`src/rtl/cmdfe_pkg.sv`:
```
package cmdfe_pkg;
  localparam int BYTE_W  = 8;
  localparam int CH_W    = 2;
  localparam int RG_W    = 2;
  localparam int NUM_CH  = 1 << CH_W;
  localparam int NUM_REG = 1 << RG_W;
  localparam int NUM_POT = 2;
  localparam int NUM_CMP = NUM_CH - NUM_POT;
  localparam int WIPER_W = 6;
  localparam int CNT_W   = $clog2(BYTE_W);
  localparam logic [BYTE_W-1:0] CTRL_MASK = BYTE_W'((1 << WIPER_W) - 1);

  localparam logic [3:0] OP_RD_CTRL = 4'b1001;
  localparam logic [3:0] OP_WR_CTRL = 4'b1010;
  localparam logic [3:0] OP_RD_DATA = 4'b1011;
  localparam logic [3:0] OP_WR_DATA = 4'b1100;
  localparam logic [3:0] OP_D2C     = 4'b1101;
  localparam logic [3:0] OP_C2D     = 4'b1110;

  typedef enum logic [2:0] {
    ST_HOLD, ST_ID, ST_INSTR, ST_WDATA, ST_READ, ST_COMMIT
  } fstate_e;

  typedef struct packed {
    logic              ldCtrl;
    logic              ldData;
    logic              shOut;
    logic              sdoEn;
    logic              wrCtrl;
    logic              wrData;
    logic              d2c;
    logic              c2d;
    logic [CH_W-1:0]   ch;
    logic [RG_W-1:0]   rg;
    logic [BYTE_W-1:0] wdata;
  } strobe_t;

  function automatic logic [NUM_CH*BYTE_W-1:0] ctrlUnusedMask();
    logic [NUM_CH*BYTE_W-1:0] m;
    m = '0;
    for (int c = 0; c < NUM_CH; c++) m[c*BYTE_W +: BYTE_W] = ~CTRL_MASK;
    return m;
  endfunction
endpackage

```
`src/rtl/cmdfe_ctrl.sv`:
```
module cmdfe_ctrl
  import cmdfe_pkg::*;
#(
  parameter logic [3:0] DEV_TYPE = 4'b0101
) (
  input  logic            clk,
  input  logic            rstN,
  input  logic            csN,
  input  logic            bitStb,
  input  logic            sdi,
  input  logic [1:0]      addrPins,
  output strobe_t         stb
);
  fstate_e             state;
  logic [CNT_W-1:0]    bitCnt;
  logic [BYTE_W-2:0]   shReg;
  logic [3:0]          opR;
  logic [CH_W-1:0]     chR;
  logic [RG_W-1:0]     rgR;
  logic [BYTE_W-1:0]   wdR;

  logic [BYTE_W-1:0]   byteVal;
  logic                byteDone;
  logic                idOk;
  logic                instrDone;
  logic                commit;

  assign byteVal   = {shReg, sdi};
  assign byteDone  = !csN && bitStb && (bitCnt == CNT_W'(BYTE_W-1));
  assign idOk      = (byteVal[7:4] == DEV_TYPE) && (byteVal[3:2] == 2'b00) &&
                     (byteVal[1:0] == addrPins);
  assign instrDone = byteDone && (state == ST_INSTR);
  assign commit    = csN && (state == ST_COMMIT);

  always_comb begin
    stb.ch     = instrDone ? byteVal[CH_W-1:0] : chR;
    stb.rg     = instrDone ? byteVal[CH_W +: RG_W] : rgR;
    stb.ldCtrl = instrDone && (byteVal[7:4] == OP_RD_CTRL);
    stb.ldData = instrDone && (byteVal[7:4] == OP_RD_DATA);
    stb.shOut  = !csN && bitStb && (state == ST_READ);
    stb.sdoEn  = (state == ST_READ);
    stb.wrCtrl = commit && (opR == OP_WR_CTRL);
    stb.wrData = commit && (opR == OP_WR_DATA);
    stb.d2c    = commit && (opR == OP_D2C);
    stb.c2d    = commit && (opR == OP_C2D);
    stb.wdata  = wdR;
  end

  always_ff @(posedge clk) begin
    if (!rstN) begin
      state  <= ST_HOLD;
      bitCnt <= '0;
      shReg  <= '0;
      opR    <= '0;
      chR    <= '0;
      rgR    <= '0;
      wdR    <= '0;
    end else if (csN) begin
      state  <= ST_ID;
      bitCnt <= '0;
    end else if (bitStb) begin
      bitCnt <= bitCnt + 1'b1;
      shReg  <= byteVal[BYTE_W-2:0];
      unique case (state)
        ST_ID: if (byteDone) state <= idOk ? ST_INSTR : ST_HOLD;
        ST_INSTR: if (byteDone) begin
          opR <= byteVal[7:4];
          chR <= byteVal[CH_W-1:0];
          rgR <= byteVal[CH_W +: RG_W];
          case (byteVal[7:4])
            OP_RD_CTRL, OP_RD_DATA: state <= ST_READ;
            OP_WR_CTRL, OP_WR_DATA: state <= ST_WDATA;
            OP_D2C, OP_C2D:         state <= ST_COMMIT;
            default:                state <= ST_HOLD;
          endcase
        end
        ST_WDATA: if (byteDone) begin
          wdR   <= byteVal;
          state <= ST_COMMIT;
        end
        ST_READ:   if (byteDone) state <= ST_HOLD;
        ST_COMMIT: state <= ST_HOLD;
        default:   state <= ST_HOLD;
      endcase
    end
  end
endmodule

```
`src/rtl/cmdfe_dpath.sv`:
```
module cmdfe_dpath
  import cmdfe_pkg::*;
(
  input  logic                              clk,
  input  logic                              rstN,
  input  strobe_t                           stb,
  output logic                              sdo,
  output logic [NUM_CH*BYTE_W-1:0]          ctrlRegs,
  output logic [NUM_CH*NUM_REG*BYTE_W-1:0]  dataRegs,
  output logic [NUM_POT*WIPER_W-1:0]        wiperPos,
  output logic [NUM_CMP-1:0]                cmpPower,
  output logic [NUM_CMP-1:0]                cmpOutEn,
  output logic [NUM_CMP-1:0]                cmpLatch
);
  logic [BYTE_W-1:0] ctrlQ [NUM_CH];
  logic [BYTE_W-1:0] dataQ [NUM_CH][NUM_REG];
  logic [BYTE_W-1:0] outReg;

  always_ff @(posedge clk) begin
    if (!rstN) begin
      for (int c = 0; c < NUM_CH; c++) begin
        ctrlQ[c] <= '0;
        for (int r = 0; r < NUM_REG; r++) dataQ[c][r] <= '0;
      end
      outReg <= '0;
    end else begin
      if (stb.wrCtrl) ctrlQ[stb.ch] <= stb.wdata & CTRL_MASK;
      if (stb.d2c)    ctrlQ[stb.ch] <= dataQ[stb.ch][stb.rg] & CTRL_MASK;
      if (stb.wrData) dataQ[stb.ch][stb.rg] <= stb.wdata;
      if (stb.c2d)    dataQ[stb.ch][stb.rg] <= ctrlQ[stb.ch];
      if (stb.ldCtrl)      outReg <= ctrlQ[stb.ch];
      else if (stb.ldData) outReg <= dataQ[stb.ch][stb.rg];
      else if (stb.shOut)  outReg <= {outReg[BYTE_W-2:0], 1'b0};
    end
  end

  assign sdo = stb.sdoEn & outReg[BYTE_W-1];

  for (genvar c = 0; c < NUM_CH; c++) begin : g_ch
    assign ctrlRegs[c*BYTE_W +: BYTE_W] = ctrlQ[c];
    for (genvar r = 0; r < NUM_REG; r++) begin : g_rg
      assign dataRegs[(c*NUM_REG+r)*BYTE_W +: BYTE_W] = dataQ[c][r];
    end
    if (c < NUM_POT) begin : g_pot
      assign wiperPos[c*WIPER_W +: WIPER_W] = ctrlQ[c][WIPER_W-1:0];
    end else begin : g_cmp
      assign cmpPower[c-NUM_POT] = ctrlQ[c][0];
      assign cmpOutEn[c-NUM_POT] = ctrlQ[c][1];
      assign cmpLatch[c-NUM_POT] = ctrlQ[c][2];
    end
  end
endmodule

```
`src/rtl/cmdfe_top.sv`:
```
module cmdfe_top
  import cmdfe_pkg::*;
#(
  parameter logic [3:0] DEV_TYPE = 4'b0101
) (
  input  logic                              clk,
  input  logic                              rstN,
  input  logic                              csN,
  input  logic                              bitStb,
  input  logic                              sdi,
  input  logic [1:0]                        addrPins,
  output logic                              sdo,
  output logic [NUM_CH*BYTE_W-1:0]          ctrlRegs,
  output logic [NUM_CH*NUM_REG*BYTE_W-1:0]  dataRegs,
  output logic [NUM_POT*WIPER_W-1:0]        wiperPos,
  output logic [NUM_CMP-1:0]                cmpPower,
  output logic [NUM_CMP-1:0]                cmpOutEn,
  output logic [NUM_CMP-1:0]                cmpLatch
);
  strobe_t stb;

  cmdfe_ctrl #(.DEV_TYPE(DEV_TYPE)) u_ctrl (
    .clk(clk), .rstN(rstN), .csN(csN), .bitStb(bitStb), .sdi(sdi),
    .addrPins(addrPins), .stb(stb)
  );

  cmdfe_dpath u_dpath (
    .clk(clk), .rstN(rstN), .stb(stb), .sdo(sdo),
    .ctrlRegs(ctrlRegs), .dataRegs(dataRegs), .wiperPos(wiperPos),
    .cmpPower(cmpPower), .cmpOutEn(cmpOutEn), .cmpLatch(cmpLatch)
  );
endmodule

```
`config.mk`:
```
export PLATFORM = sky130hd
export DESIGN_NAME = cmdfe_top
export DESIGN_NICKNAME = d
export VERILOG_FILES = /design/src/rtl/cmdfe_pkg.sv /design/src/rtl/cmdfe_ctrl.sv /design/src/rtl/cmdfe_dpath.sv /design/src/rtl/cmdfe_top.sv
export SDC_FILE = /design/constraint.sdc
export NUM_CORES = 1
export LEC_CHECK = 0
export BUFFER_PORTS_ARGS = -buffer_cell sky130_fd_sc_hd__clkbuf_2
export CAP_MARGIN = 40
export CORE_MARGIN = 2
export CORE_UTILIZATION = 55
export CTS_CLUSTER_DIAMETER = 200
export DETAILED_ROUTE_END_ITERATION = 7
export PLACE_DENSITY = 0.81
export SLEW_MARGIN = 10
export SYNTH_ARGS = -nofsm -noshare
export SYNTH_HDL_FRONTEND = slang
export SYNTH_HIERARCHICAL = 1
export SYNTH_SLANG_ARGS = --single-unit
```
`constraint.sdc`:
```
create_clock -name clk -period 4.4 [get_ports clk]
set_input_delay 0.44 -clock clk [delete_from_list [all_inputs] [get_ports clk]]
set_output_delay 0.44 -clock clk [all_outputs]
set_load 0.1 [all_outputs]
```
==> results by group <==
Drt
  • Residual DRC: 0
  • Initial drt markers: 1,110
  • Via count: 7,207
  • DR WL/cell: 22.6 um
  • Routed Antenna Nets: 0
  • Drt total wl: 26.3 mm
  • Avg Vias per Cell: 6.20
  • DRT Pass-1 Iters: 5

Global routing
  • Vias in the first global route: 6,563
  • GR Layer Usage met2: 0.460
  • Met3 Use GR: 0.0594
  • Met1 usage: 0.408
  • Grt ovf: 0
  • Busiest layer in global routing: met2
  • Total GRT Usage: 0.294
  • Largest net degree at the start of global routing: 40
  • First-pass GRT wire length: 38.9 mm
  • Initial antenna violation count: 0

Worst setup path
  • Worst Path Max Fanout: 17
  • FF-to-FF path depth: 11
  • Setup crit end: u_dpath/ctrlQ[2][4]$_SDFFCE_PN0P_
  • Crit path kind: flop to flop
  • Setup crit end kind: flop
  • R2R Path Start: u_ctrl/bitCnt[0]$_SDFFE_PP0P_
  • Crit Reg-Reg Endpoint: u_dpath/ctrlQ[2][4]$_SDFFCE_PN0P_
  • Crit path DAT: 4.09 ns
  • Crit start category: flop
  • Crit path from: u_ctrl/bitCnt[0]$_SDFFE_PP0P_
  • Crit path required time: 4.61 ns
  • Reg2reg setup slack: 0.52 ns

Yosys
  • Distinct cell type count after synthesis: 63
  • Number of synthesized register bits: 189
  • Most common flop cell mapped by yosys: edfxtp_1
  • Top cell type's share of synthesized area: 0.495
  • Avg Cell Area, Syn: 12.0 um^2
  • Post-Synth Adder-Cell Area: 0.00271
  • XOR/XNOR share of the synthesized area: 0.00475
  • Top cells by area, synth: edfxtp_1 49%, mux2i_1 9.8%, dfxtp_1 8.0%
  • Synthesized instance count: 769
  • Post-synth top area cell: edfxtp_1
  • Synth Area in Compound Gates: 0.0674
  • Multiplexer share of the synthesized area: 0.134
  • Synth cell count leaders: 152 x edfxtp_1, 145 x nor2_1, 90 x mux2i_1
  • Post-synth EDFFs: 152
  • Total number of yosys warnings: 6
  • Async set-reset flop share out of synthesis: 0
  • Sequential area share after synthesis: 0.575
  • Synth Area in Simple Gates: 0.160
  • Most frequent cell after synthesis: edfxtp_1
  • Mapped Area: 9230 um^2
  • Main combinational cell family by area after synthesis: simple AND/OR/NAND/NOR gates

Hold path
  • Worst Hold Class: primary input to flop

Placement
  • Dpl cell area: 10,100 um^2
  • Post-DP HPWL: 19.2 mm
  • DP Worst Slack: 0.627 ns
  • Inst Count DP: 1,131
  • Final RePlAce weighted congestion: 0.998
  • IO Port Bufs: 177

Floorplanning
  • DIE WIDTH: 134 um
  • # rows: 47
  • Initial Util: 0.560
  • DIE AREA: 17,800 um^2
  • Die H: 134 um
  • IO Count: 186
  • Core ar.: 16,500 um^2

Timing
  • Min Tclk post-route: 3.88 ns
  • Final Setup Violations: 0
  • Achievable frequency: 257 MHz
  • Worst-Margin Slew: 0.877 ns
  • Hold WS: 0.368 ns
  • Post-Route Skew: 0.0173 ns
  • RSZ-0062 raised after global routing: no
  • Max Slew Vio Count: 0
  • Crit share post-route: 0.883
  • Final worst slack: 0.516 ns
  • Final hold vios: 0
  • Setup TNS: 0 ns
  • Slew margin rel.: 0.410

Clocking
  • CTS resizes: 0
  • Skew-Pair Late Insertion Delay: 0.44 ns
  • Clk root buf: clkbuf_16
  • TritonCTS clock tree: yes
  • Reg clk slew, reported paths: 0.06 ns
  • CTS Sinks: 189
  • Cts hold-fix bufs: 0
  • Post-CTS Setup Bufs: 0
  • Clock Tree Buf Depth: 2
  • Total CTS buffers: 17
  • H-tree depth: 4

Cells and area
  • Layout Utilization: 0.649
  • Nets: 939
  • Final std cells w/o fill: 1,163
  • Fin area: 10,700 um^2
  • Area grow syn2layout: 15.8%
  • Layout cells sized above 1: 0.271
  • Fillers: 1,261
  • # diodes: 0

Power and ir drop
  • Worst vdd ir: 0.000279 V
  • Pleak: 3.77 nW
  • Pwr per Cell Area: 410 nW/um^2
  • Design Power: 4.38 mW

Outcome
  • Outcome: finished clean

Run
  • Max-cap violations: 0
## cells in the final DEF, fill, tap and decap left out, types with 8 or more instances in the layout
master,n
nand2b_1,10
conb_1,8
o21ai_0,9
edfxtp_1,152
buf_4,20
nor4_1,12
mux2i_1,90
nor4b_1,12
nor2b_1,20
clkbuf_2,177
dfxtp_1,37
clkbuf_16,17
nor2_1,145
nand2_1,68
a21oi_1,14
mux4_2,12
a22oi_1,21
## metal layers
metal	routed length, um	up-vias	share of wire
met1	10200	3484	0.39
li1	-	3125	-
met4	936	0	0.036
met2	12200	531	0.47
met3	2840	67	0.11
met5	0	-	0
## how the worst min path moves through the flow
stage	start	end	slack (ns)	cells past startpoint
after floorplan	u_dpath/outReg[2]$_SDFFE_PN0P_	u_dpath/outReg[2]$_SDFFE_PN0P_	0.45	2
after global placement	u_ctrl/bitCnt[1]$_SDFFE_PP0P_	u_ctrl/bitCnt[1]$_SDFFE_PP0P_	0.48	2
after detailed placement	u_dpath/outReg[2]$_SDFFE_PN0P_	u_dpath/outReg[2]$_SDFFE_PN0P_	0.50	2
after CTS	sdi	u_ctrl/shReg[0]$_SDFFE_PN0P_	0.36	3
after global routing	sdi	u_ctrl/shReg[0]$_SDFFE_PN0P_	0.38	3
final	sdi	u_ctrl/shReg[0]$_SDFFE_PN0P_	0.37	3
## final cells by class
cell class | count | area (um^2) | area share
repair buffers | 199 | 1070 | 0.0998
flip-flops and latches | 189 | 5310 | 0.496
clock buffers | 22 | 454 | 0.0425
inverters | 5 | 21.3 | 0.00199
well taps | 220 | 275 | 0.0257
multi-input cells | 518 | 3450 | 0.323
clock inverters | 10 | 119 | 0.0111
## kinds of logic after synthesis
logic type                 count (synthesis)
muxes                                    108
xor gates and xnor gates                   5
and+or+nand+nor                          311
AOI/OAI and AO/OA                         84
other                                      1
DFF                                      189
buffers and inverters                     69
adders and majority gates                  2
## state kept, by name, summed over array words and instances (netlist names), 3 cells and up
signal          cells
u_dpath/dataQ     128
u_dpath/ctrlQ      24
u_ctrl/wdR          8
u_dpath/outReg      8
u_ctrl/shReg        7
u_ctrl/opR          4
u_ctrl/bitCnt       3
u_ctrl/state        3
## where the power goes
part	internal (mW)	total, mW	switching, mW
Clock	0.852	1.49	0.642
Sequential	2.00	2.06	0.0592
Combinational	0.0849	0.827	0.742
Total	2.94	4.38	1.44
## worst max-delay path: stages (launching register included)
cell,delay [ns]
dfxtp_1,0.36
ha_1,0.15
ha_1,0.16
nor2b_1,0.21
nor4bb_2,0.30
buf_4,0.24
mux2_1,0.55
and2_0,0.45
buf_6,0.26
a22oi_1,0.33
a21oi_1,0.22
nor4b_1,0.41
No activity file was read; power rests on OpenSTA's default activity.
